[src/rtl/scsi_mon_pkg.sv]
`timescale 1ns/1ps
package scsi_mon_pkg;
  localparam int DW = 8;

  typedef enum logic [2:0] {
    PH_DOUT = 3'b000,
    PH_DIN  = 3'b010,
    PH_CMD  = 3'b100,
    PH_STAT = 3'b110,
    PH_MOUT = 3'b101,
    PH_MIN  = 3'b111
  } phase_e;

  localparam int unsigned B_SELTO = 7;
  localparam int unsigned B_RSTIN = 5;
  localparam int unsigned B_PHMIS = 4;
  localparam int unsigned B_BFREE = 3;
  localparam int unsigned B_PERR  = 2;
  localparam int unsigned B_PHCHG = 1;
  localparam int unsigned B_REQ   = 0;
  localparam logic [DW-1:0] STICKY_MASK = 8'b1010_1111;

  localparam int unsigned A_EXP  = 0;
  localparam int unsigned A_STAT = 1;
  localparam int unsigned A_EN   = 2;

  typedef struct packed {
    logic [2:0]    ph;   // {C/D, I/O, MSG}
    logic          req;
    logic          ack;
    logic          bsy;
    logic          sel;
    logic          brst;
    logic [DW-1:0] db;
    logic          dbp;
  } bus_t;

  typedef struct packed {
    logic seltmo;
    logic rstin;
    logic bfree;
    logic perr;
    logic phchg;
    logic req_set;
    logic req_clr;
  } evt_t;
endpackage

[src/rtl/scsi_sync.sv]
`timescale 1ns/1ps
module scsi_sync #(
  parameter int W      = 1,
  parameter int STAGES = 2
) (
  input  logic         clk_i,
  input  logic         rst_ni,
  input  logic [W-1:0] d_i,
  output logic [W-1:0] q_o
);
  localparam int SW = W * STAGES;

  logic [SW-1:0] sh_q;

  generate
    if (STAGES == 1) begin : g_one
      always_ff @(posedge clk_i or negedge rst_ni)
        if (!rst_ni) sh_q <= '0;
        else         sh_q <= d_i;
    end else begin : g_chain
      always_ff @(posedge clk_i or negedge rst_ni)
        if (!rst_ni) sh_q <= '0;
        else         sh_q <= {sh_q[SW-W-1:0], d_i};
    end
  endgenerate

  assign q_o = sh_q[SW-1 -: W];
endmodule

[src/rtl/scsi_event_det.sv]
`timescale 1ns/1ps
module scsi_event_det
  import scsi_mon_pkg::*;
#(
  parameter int BUS_FREE_CYC = 2
) (
  input  logic       clk_i,
  input  logic       rst_ni,
  input  bus_t       cur_i,
  input  logic       seltmo_i,
  output evt_t       evt_o,
  output logic [2:0] prev_ph_o,
  output logic       req_rise_o
);
  localparam int CW = $clog2(BUS_FREE_CYC + 1);
  localparam logic [CW-1:0] CNT_SAT  = CW'(BUS_FREE_CYC);
  localparam logic [CW-1:0] CNT_LAST = CW'(BUS_FREE_CYC - 1);

  logic [2:0]    prev_ph_q;
  logic          prev_req_q, prev_rst_q;
  logic [CW-1:0] idle_cnt_q;
  logic          idle;

  always_ff @(posedge clk_i or negedge rst_ni) begin
    if (!rst_ni) begin
      prev_ph_q  <= '0;
      prev_req_q <= 1'b0;
      prev_rst_q <= 1'b0;
    end else begin
      prev_ph_q  <= cur_i.ph;
      prev_req_q <= cur_i.req;
      prev_rst_q <= cur_i.brst;
    end
  end

  assign idle = !cur_i.bsy && !cur_i.sel;

  // Reset to saturated: no bus-free event until the bus has been busy.
  always_ff @(posedge clk_i or negedge rst_ni) begin
    if (!rst_ni)                    idle_cnt_q <= CNT_SAT;
    else if (!idle)                 idle_cnt_q <= '0;
    else if (idle_cnt_q != CNT_SAT) idle_cnt_q <= idle_cnt_q + 1'b1;
  end

  assign req_rise_o = cur_i.req && !prev_req_q;
  assign prev_ph_o  = prev_ph_q;

  always_comb begin
    evt_o         = '0;
    evt_o.seltmo  = seltmo_i;
    evt_o.rstin   = cur_i.brst && !prev_rst_q;
    evt_o.bfree   = idle && (idle_cnt_q == CNT_LAST);
    evt_o.perr    = req_rise_o && (cur_i.ph == PH_DIN) && !(^{cur_i.db, cur_i.dbp});
    evt_o.phchg   = cur_i.ph != prev_ph_q;
    evt_o.req_set = req_rise_o;
    evt_o.req_clr = cur_i.ack;
  end
endmodule

[src/rtl/scsi_status_regs.sv]
`timescale 1ns/1ps
module scsi_status_regs
  import scsi_mon_pkg::*;
#(
  parameter int ADDR_W = 2
) (
  input  logic              clk_i,
  input  logic              rst_ni,
  input  evt_t              evt_i,
  input  logic [2:0]        live_ph_i,
  input  logic [ADDR_W-1:0] addr_i,
  input  logic              wr_i,
  input  logic              rd_i,
  input  logic [DW-1:0]     wdata_i,
  output logic [DW-1:0]     rdata_o,
  output logic [DW-1:0]     status_o,
  output logic [DW-1:0]     en_o,
  output logic              mismatch_o,
  output logic              irq_o
);
  logic [2:0]    exp_q;
  logic [DW-1:0] en_q;
  logic          wr_exp, wr_clr, wr_en;

  assign wr_exp = wr_i && (addr_i == ADDR_W'(A_EXP));
  assign wr_clr = wr_i && (addr_i == ADDR_W'(A_STAT));
  assign wr_en  = wr_i && (addr_i == ADDR_W'(A_EN));

  assign mismatch_o = live_ph_i != exp_q;

  function automatic logic evt_bit(evt_t e, int unsigned b);
    case (b)
      B_SELTO: return e.seltmo;
      B_RSTIN: return e.rstin;
      B_BFREE: return e.bfree;
      B_PERR:  return e.perr;
      B_PHCHG: return e.phchg;
      B_REQ:   return e.req_set;
      default: return 1'b0;
    endcase
  endfunction

  for (genvar b = 0; b < DW; b++) begin : g_bit
    if (STICKY_MASK[b]) begin : g_sticky
      logic flag_q, set_b, clr_b;
      assign set_b = evt_bit(evt_i, b);
      if (b == B_REQ) begin : g_reqclr
        assign clr_b = (wr_clr && wdata_i[b]) || evt_i.req_clr;
      end else begin : g_swclr
        assign clr_b = wr_clr && wdata_i[b];
      end
      // A set wins over a clear in the same cycle.
      always_ff @(posedge clk_i or negedge rst_ni)
        if (!rst_ni) flag_q <= 1'b0;
        else         flag_q <= set_b || (flag_q && !clr_b);
      assign status_o[b] = flag_q;
    end else if (b == B_PHMIS) begin : g_live
      assign status_o[b] = mismatch_o;
    end else begin : g_zero
      assign status_o[b] = 1'b0;
    end
  end

  always_ff @(posedge clk_i or negedge rst_ni) begin
    if (!rst_ni) begin
      exp_q   <= PH_DOUT;
      en_q    <= '0;
      rdata_o <= '0;
      irq_o   <= 1'b0;
    end else begin
      if (wr_exp) exp_q <= wdata_i[7:5];
      if (wr_en)  en_q  <= wdata_i;
      irq_o <= |(status_o & en_q);
      if (rd_i) begin
        case (addr_i)
          ADDR_W'(A_EXP):  rdata_o <= {exp_q, 5'b0};
          ADDR_W'(A_STAT): rdata_o <= status_o;
          ADDR_W'(A_EN):   rdata_o <= en_q;
          default:         rdata_o <= '0;
        endcase
      end
    end
  end

  assign en_o = en_q;
endmodule

[src/rtl/scsi_phase_mon.sv]
`timescale 1ns/1ps
module scsi_phase_mon
  import scsi_mon_pkg::*;
#(
  parameter int ADDR_W       = 2,
  parameter int SYNC_STAGES  = 2,
  parameter int BUS_FREE_CYC = 2
) (
  input  logic              clk_i,
  input  logic              rst_ni,
  input  logic              cd_i,
  input  logic              io_i,
  input  logic              msg_i,
  input  logic              req_i,
  input  logic              ack_i,
  input  logic              bsy_i,
  input  logic              sel_i,
  input  logic              brst_i,
  input  logic [7:0]        db_i,
  input  logic              dbp_i,
  input  logic              seltmo_i,
  input  logic [ADDR_W-1:0] addr_i,
  input  logic              wr_i,
  input  logic              rd_i,
  input  logic [7:0]        wdata_i,
  output logic [7:0]        rdata_o,
  output logic              stall_o,
  output logic              irq_o
);
  localparam int BW = $bits(bus_t);

  bus_t          raw, cur;
  logic [BW-1:0] cur_v;
  evt_t          evt;
  logic [2:0]    live_ph, prev_ph;
  logic          req_rise;
  logic [DW-1:0] status, en;

  always_comb begin
    raw      = '0;
    raw.ph   = {cd_i, io_i, msg_i};
    raw.req  = req_i;
    raw.ack  = ack_i;
    raw.bsy  = bsy_i;
    raw.sel  = sel_i;
    raw.brst = brst_i;
    raw.db   = db_i;
    raw.dbp  = dbp_i;
  end

  scsi_sync #(.W(BW), .STAGES(SYNC_STAGES)) u_sync (
    .clk_i  (clk_i),
    .rst_ni (rst_ni),
    .d_i    (raw),
    .q_o    (cur_v)
  );

  assign cur     = bus_t'(cur_v);
  assign live_ph = cur.ph;

  scsi_event_det #(.BUS_FREE_CYC(BUS_FREE_CYC)) u_evt (
    .clk_i      (clk_i),
    .rst_ni     (rst_ni),
    .cur_i      (cur),
    .seltmo_i   (seltmo_i),
    .evt_o      (evt),
    .prev_ph_o  (prev_ph),
    .req_rise_o (req_rise)
  );

  scsi_status_regs #(.ADDR_W(ADDR_W)) u_regs (
    .clk_i      (clk_i),
    .rst_ni     (rst_ni),
    .evt_i      (evt),
    .live_ph_i  (live_ph),
    .addr_i     (addr_i),
    .wr_i       (wr_i),
    .rd_i       (rd_i),
    .wdata_i    (wdata_i),
    .rdata_o    (rdata_o),
    .status_o   (status),
    .en_o       (en),
    .mismatch_o (stall_o),
    .irq_o      (irq_o)
  );
endmodule

[config.mk]
export PLATFORM = sky130hd
export DESIGN_NAME = scsi_phase_mon
export DESIGN_NICKNAME = d
export VERILOG_FILES = /design/src/rtl/scsi_mon_pkg.sv /design/src/rtl/scsi_sync.sv /design/src/rtl/scsi_event_det.sv /design/src/rtl/scsi_status_regs.sv /design/src/rtl/scsi_phase_mon.sv
export SDC_FILE = /design/constraint.sdc
export NUM_CORES = 1
export LEC_CHECK = 0
export ABC_AREA = 1
export BUFFER_PORTS_ARGS = -buffer_cell sky130_fd_sc_hd__buf_2
export CAP_MARGIN = 15
export CORE_MARGIN = 5
export CORE_UTILIZATION = 53
export DETAILED_ROUTE_END_ITERATION = 6
export GPL_ROUTABILITY_DRIVEN = 0
export HOLD_SLACK_MARGIN = 0.15
export PLACE_DENSITY_LB_ADDON = 0.3
export REMOVE_ABC_BUFFERS = 1
export SLEW_MARGIN = 30
export SYNTH_ARGS = -nofsm -noshare
export SYNTH_HDL_FRONTEND = slang
export SYNTH_SLANG_ARGS = --single-unit
[constraint.sdc]
create_clock -name clk_i -period 1.3 [get_ports clk_i]
set_input_delay 0.065 -clock clk_i [delete_from_list [all_inputs] [get_ports clk_i]]
set_output_delay 0.065 -clock clk_i [all_outputs]
set_load 0.03 [all_outputs]
==> run_summary.xml <==
<?xml version="1.0" encoding="UTF-8"?>
<metrics>
  <group name="status">
    <metric name="outcome" unit="">complete, but fails checks</metric>
    <metric name="failed_checks" unit="">negative setup slack</metric>
  </group>
  <group name="clock_network">
    <metric name="numClockSinks" unit="">67</metric>
    <metric name="path_clk_slew" unit="ns">0.07</metric>
    <metric name="cts_max_level" unit="">3</metric>
    <metric name="cts_root_buf" unit="">sky130_fd_sc_hd__clkbuf_8</metric>
    <metric name="numCtsBuffers" unit="">9</metric>
    <metric name="worstSkewPairLatency" unit="ns">0.33</metric>
    <metric name="cts_tree" unit="">yes</metric>
    <metric name="max-clock-path-buffers" unit="">2</metric>
  </group>
  <group name="sta">
    <metric name="crit_path_time_final" unit="ns">1.38</metric>
    <metric name="slew_viol_final" unit="">0</metric>
    <metric name="setup_viol" unit="">1</metric>
    <metric name="fin_ws" unit="ns">-0.0775</metric>
    <metric name="timing.clock.skew" unit="ns">0.00898</metric>
    <metric name="worst_slew_pin_slew" unit="ns">0.486</metric>
    <metric name="timing_hold_violations_final" unit="">0</metric>
    <metric name="max_slew_margin" unit="%">67.6</metric>
    <metric name="final_hold_slack" unit="ns">0.169</metric>
    <metric name="unrepaired_setup_endpoints_after_global_routing" unit="">yes</metric>
    <metric name="fmaxAchievable" unit="MHz">726</metric>
    <metric name="finalCritPeriodShare" unit="%">106</metric>
  </group>
  <group name="synthesis">
    <metric name="async_reset_ff_share" unit="%">100</metric>
    <metric name="yosys.cell_types.count" unit="">24</metric>
    <metric name="synth_seq_cells" unit="">67</metric>
    <metric name="ys_dominant_reg_cell" unit="">sky130_fd_sc_hd__dfrtp_1</metric>
    <metric name="share_of_the_synthesized_area_in_the_top_cell_type" unit="%">66.0</metric>
    <metric name="yosysSeqAreaShare" unit="%">67.1</metric>
    <metric name="synth_enable_flop_cells" unit="">0</metric>
    <metric name="ys_top_cells_by_area" unit="">sky130_fd_sc_hd__dfrtp_1 (66%), sky130_fd_sc_hd__nand2_1 (12%), sky130_fd_sc_hd__inv_1 (3.9%), sky130_fd_sc_hd__o21ai_2 (2.4%), sky130_fd_sc_hd__xnor2_1 (2.1%)</metric>
    <metric name="synth_cells" unit="">236</metric>
    <metric name="netlist_area" unit="mm2">0.00250</metric>
    <metric name="synth.yosys.warnings" unit="">0</metric>
    <metric name="netlist.top_cell.by_area" unit="">sky130_fd_sc_hd__dfrtp_1</metric>
    <metric name="synth.avg_cell_area" unit="um2">10.6</metric>
  </group>
  <group name="global_route">
    <metric name="globalRoute.totalOverflow" unit="">0</metric>
    <metric name="grt_first_pass_wirelength" unit="mm">8.29</metric>
    <metric name="grt_pass1_vias" unit="">1826</metric>
    <metric name="antenna_found_initial" unit="">0</metric>
    <metric name="groute.usage.overall" unit="%">18.0</metric>
    <metric name="largest_net_degree_at_the_start_of_global_routing" unit="">27</metric>
  </group>
  <group name="routing">
    <metric name="antenna_left" unit="">0</metric>
    <metric name="via_per_inst" unit="">4.83</metric>
    <metric name="dr_total_vias" unit="">1902</metric>
    <metric name="wire_length_after_detailed_routing" unit="mm">5.03</metric>
    <metric name="drt_drc_violations_left" unit="">0</metric>
    <metric name="average_wire_length_per_cell_after_detail_routing" unit="um">12.8</metric>
    <metric name="dr.first_iter.drc_count" unit="">101</metric>
    <metric name="number_of_iterations_in_the_first_detailed_routing_pass" unit="">4</metric>
  </group>
  <group name="setup_path">
    <metric name="timing.critical_path.arrival" unit="ns">1.31</metric>
    <metric name="crit_start_category" unit="">register</metric>
    <metric name="startpoint_of_the_lowest_slack_register_to_register_path" unit="">u_regs.exp_q[2]</metric>
    <metric name="timing.critical_path.fanout_max" unit="">3</metric>
    <metric name="criticalPathCategory" unit="">reg2out</metric>
    <metric name="worst_r2r_path_depth" unit="">5</metric>
    <metric name="critPathCaptureType" unit="">output pin</metric>
    <metric name="worstPathRequired" unit="ns">1.24</metric>
    <metric name="timing.critical_path.to" unit="">stall_o</metric>
    <metric name="rr_endpoint" unit="">u_regs.irq_o</metric>
    <metric name="critPathLaunch" unit="">u_regs.exp_q[2]</metric>
    <metric name="rrSetupSlack" unit="ns">0.03</metric>
  </group>
  <group name="final_layout">
    <metric name="layout_commonest_cell" unit="">sky130_fd_sc_hd__nand2_1</metric>
    <metric name="nNetsFinal" unit="">369</metric>
    <metric name="final_design_area_no_fill" unit="mm2">0.00346</metric>
    <metric name="syn2layout_area_growth" unit="%">38.4</metric>
    <metric name="post_route_cells_drive_above_1_share" unit="%">25.0</metric>
    <metric name="antennaDiodeCount" unit="">0</metric>
    <metric name="finalCoreUtilization" unit="%">74.3</metric>
    <metric name="mostFrequentLayoutCells" unit="">sky130_fd_sc_hd__nand2_1 (80), sky130_fd_sc_hd__dfrtp_1 (66), sky130_fd_sc_hd__buf_2 (40)</metric>
  </group>
  <group name="power_and_ir_drop">
    <metric name="report.power.total" unit="mW">4.78</metric>
    <metric name="portion_of_total_power_attributed_to_combinational_logic" unit="%">15.1</metric>
    <metric name="cell_leakage_power" unit="nW">1.74</metric>
    <metric name="share_clk_of_total_power" unit="%">35.0</metric>
    <metric name="p_seq_share" unit="%">49.9</metric>
    <metric name="power_density" unit="mW/mm2">1380</metric>
    <metric name="intPower" unit="mW">3.54</metric>
    <metric name="ir_worst_vdd" unit="mV">0.868</metric>
    <metric name="power.switching_fraction" unit="%">25.9</metric>
    <metric name="power.net_switching" unit="mW">1.24</metric>
  </group>
  <group name="placed_design">
    <metric name="dp_slack" unit="ns">0.153</metric>
    <metric name="placement.cell_area" unit="mm2">0.00280</metric>
    <metric name="buffer_ports.inserted" unit="">41</metric>
    <metric name="dp_hpwl" unit="mm">3.02</metric>
  </group>
  <group name="hold_path">
    <metric name="hold_path_class" unit="">in2reg</metric>
    <metric name="whs_path_depth" unit="">5</metric>
  </group>
  <group name="floorplan">
    <metric name="core_area" unit="mm2">0.00466</metric>
    <metric name="top_level_ports" unit="">42</metric>
    <metric name="floorplan.die_area" unit="mm2">0.00620</metric>
    <metric name="die-width" unit="um">78.7</metric>
    <metric name="start_util" unit="%">53.7</metric>
    <metric name="placementRows" unit="">25</metric>
    <metric name="die_height" unit="um">78.7</metric>
  </group>
  <group name="flow_run">
    <metric name="cap_viol_max_count" unit="">0</metric>
  </group>
</metrics>
how the worst min path moves through the flow:
stage | from | slack [ns] | to
2_1_floorplan | rst_ni | -0.23 | u_evt.idle_cnt_q[0]
3_3_place_gp | rst_ni | 0.06 | u_regs.g_bit[1].g_sticky.flag_q
3_5_place_dp | rst_ni | 0.06 | u_regs.en_o[5]
4_1_cts | addr_i[1] | 0.16 | u_regs.rdata_o[3]
5_1_grt | addr_i[1] | 0.17 | u_regs.rdata_o[3]
6_report | addr_i[1] | 0.17 | u_regs.rdata_o[6]
cells in the mapped netlist (5+ instances only):
master                    number
sky130_fd_sc_hd__a31oi_1       6
sky130_fd_sc_hd__xnor2_1       6
sky130_fd_sc_hd__dfrtp_1      66
sky130_fd_sc_hd__inv_1        26
sky130_fd_sc_hd__nand2_1      80
sky130_fd_sc_hd__nor2_1       11
sky130_fd_sc_hd__o21ai_2       7
sky130_fd_sc_hd__o21ai_0      10
sky130_fd_sc_hd__nand3_1       5
sequential cells by signal, indices dropped and copies added, names as in the netlist:
register                      flops
u_regs.g_bit.g_sticky.flag_q      6
u_evt.prev_ph_o                   3
u_regs.rdata_o                    8
u_evt.idle_cnt_q                  2
u_evt.prev_rst_q                  1
u_regs.exp_q                      3
u_evt.prev_req_q                  1
u_regs.en_o                       8
u_sync.sh_q                      34
u_regs.irq_o                      1
worst max-delay path, cell delays in order, from the launching register on:
cell and delay (ns):
sky130_fd_sc_hd__dfrtp_1 0.41, sky130_fd_sc_hd__xnor2_1 0.22, sky130_fd_sc_hd__nand3_2 0.17, sky130_fd_sc_hd__buf_6 0.18
routing by layer:
layer | part of all wire, % | global-route usage, %
met1 | 41 | 20.8
met2 | 51 | 30.6
met3 | 4.9 | 3.74
met4 | 3.0 | 11.0
met5 | 0 | 0
cells by family (layout without fill, tap and decap cells):
family	Yosys count	count (layout)	synth area share (%)
flip-flops	67	67	67.1
XOR/XNOR	6	6	2.10
buffers and inverters	29	133	4.80
AO/OA/AOI/OAI	27	27	7.00
AND/OR/NAND/NOR	102	102	16.6
multiplexers	3	3	1.50
adder cells (fa/ha/maj)	2	2	1.00
layout make-up:
cell class              instances  area, um2
multi-input cells             140        731
flip-flops and latches         67       1680
inverters                      27        104
repair buffers                 90        689
clock inverters                 4       50.0
clock buffers                  12        145
well taps                      54       67.6
fillers                       305       1200
through the flow:
step                std cells  setup TNS, ns
floorplan                 234              0
global placement          333              0
detailed placement        333              0
CTS                       391        -0.0152
global route              394         -0.153
finish                    394        -0.0775
what timing repair did:
action                                 CTS  global route
resized for setup                        3             5
hold buffers                            39             0
pin swaps                                4             2
setup endpoints to repair                1             2
endpoints found under the hold margin  107             0
setup buffers                            3             3
power by group through the flow:
stage | sequential [mW] | clock, mW | combinational, mW
after floorplan | 2.47 | 0 | 0.273
after global placement | 2.41 | 0 | 0.537
after detailed placement | 2.42 | 0 | 0.552
after CTS | 2.38 | 1.72 | 0.686
after global routing | 2.41 | 1.80 | 0.800
final | 2.39 | 1.67 | 0.722
Note: power is estimated with default switching activity, not from simulation.
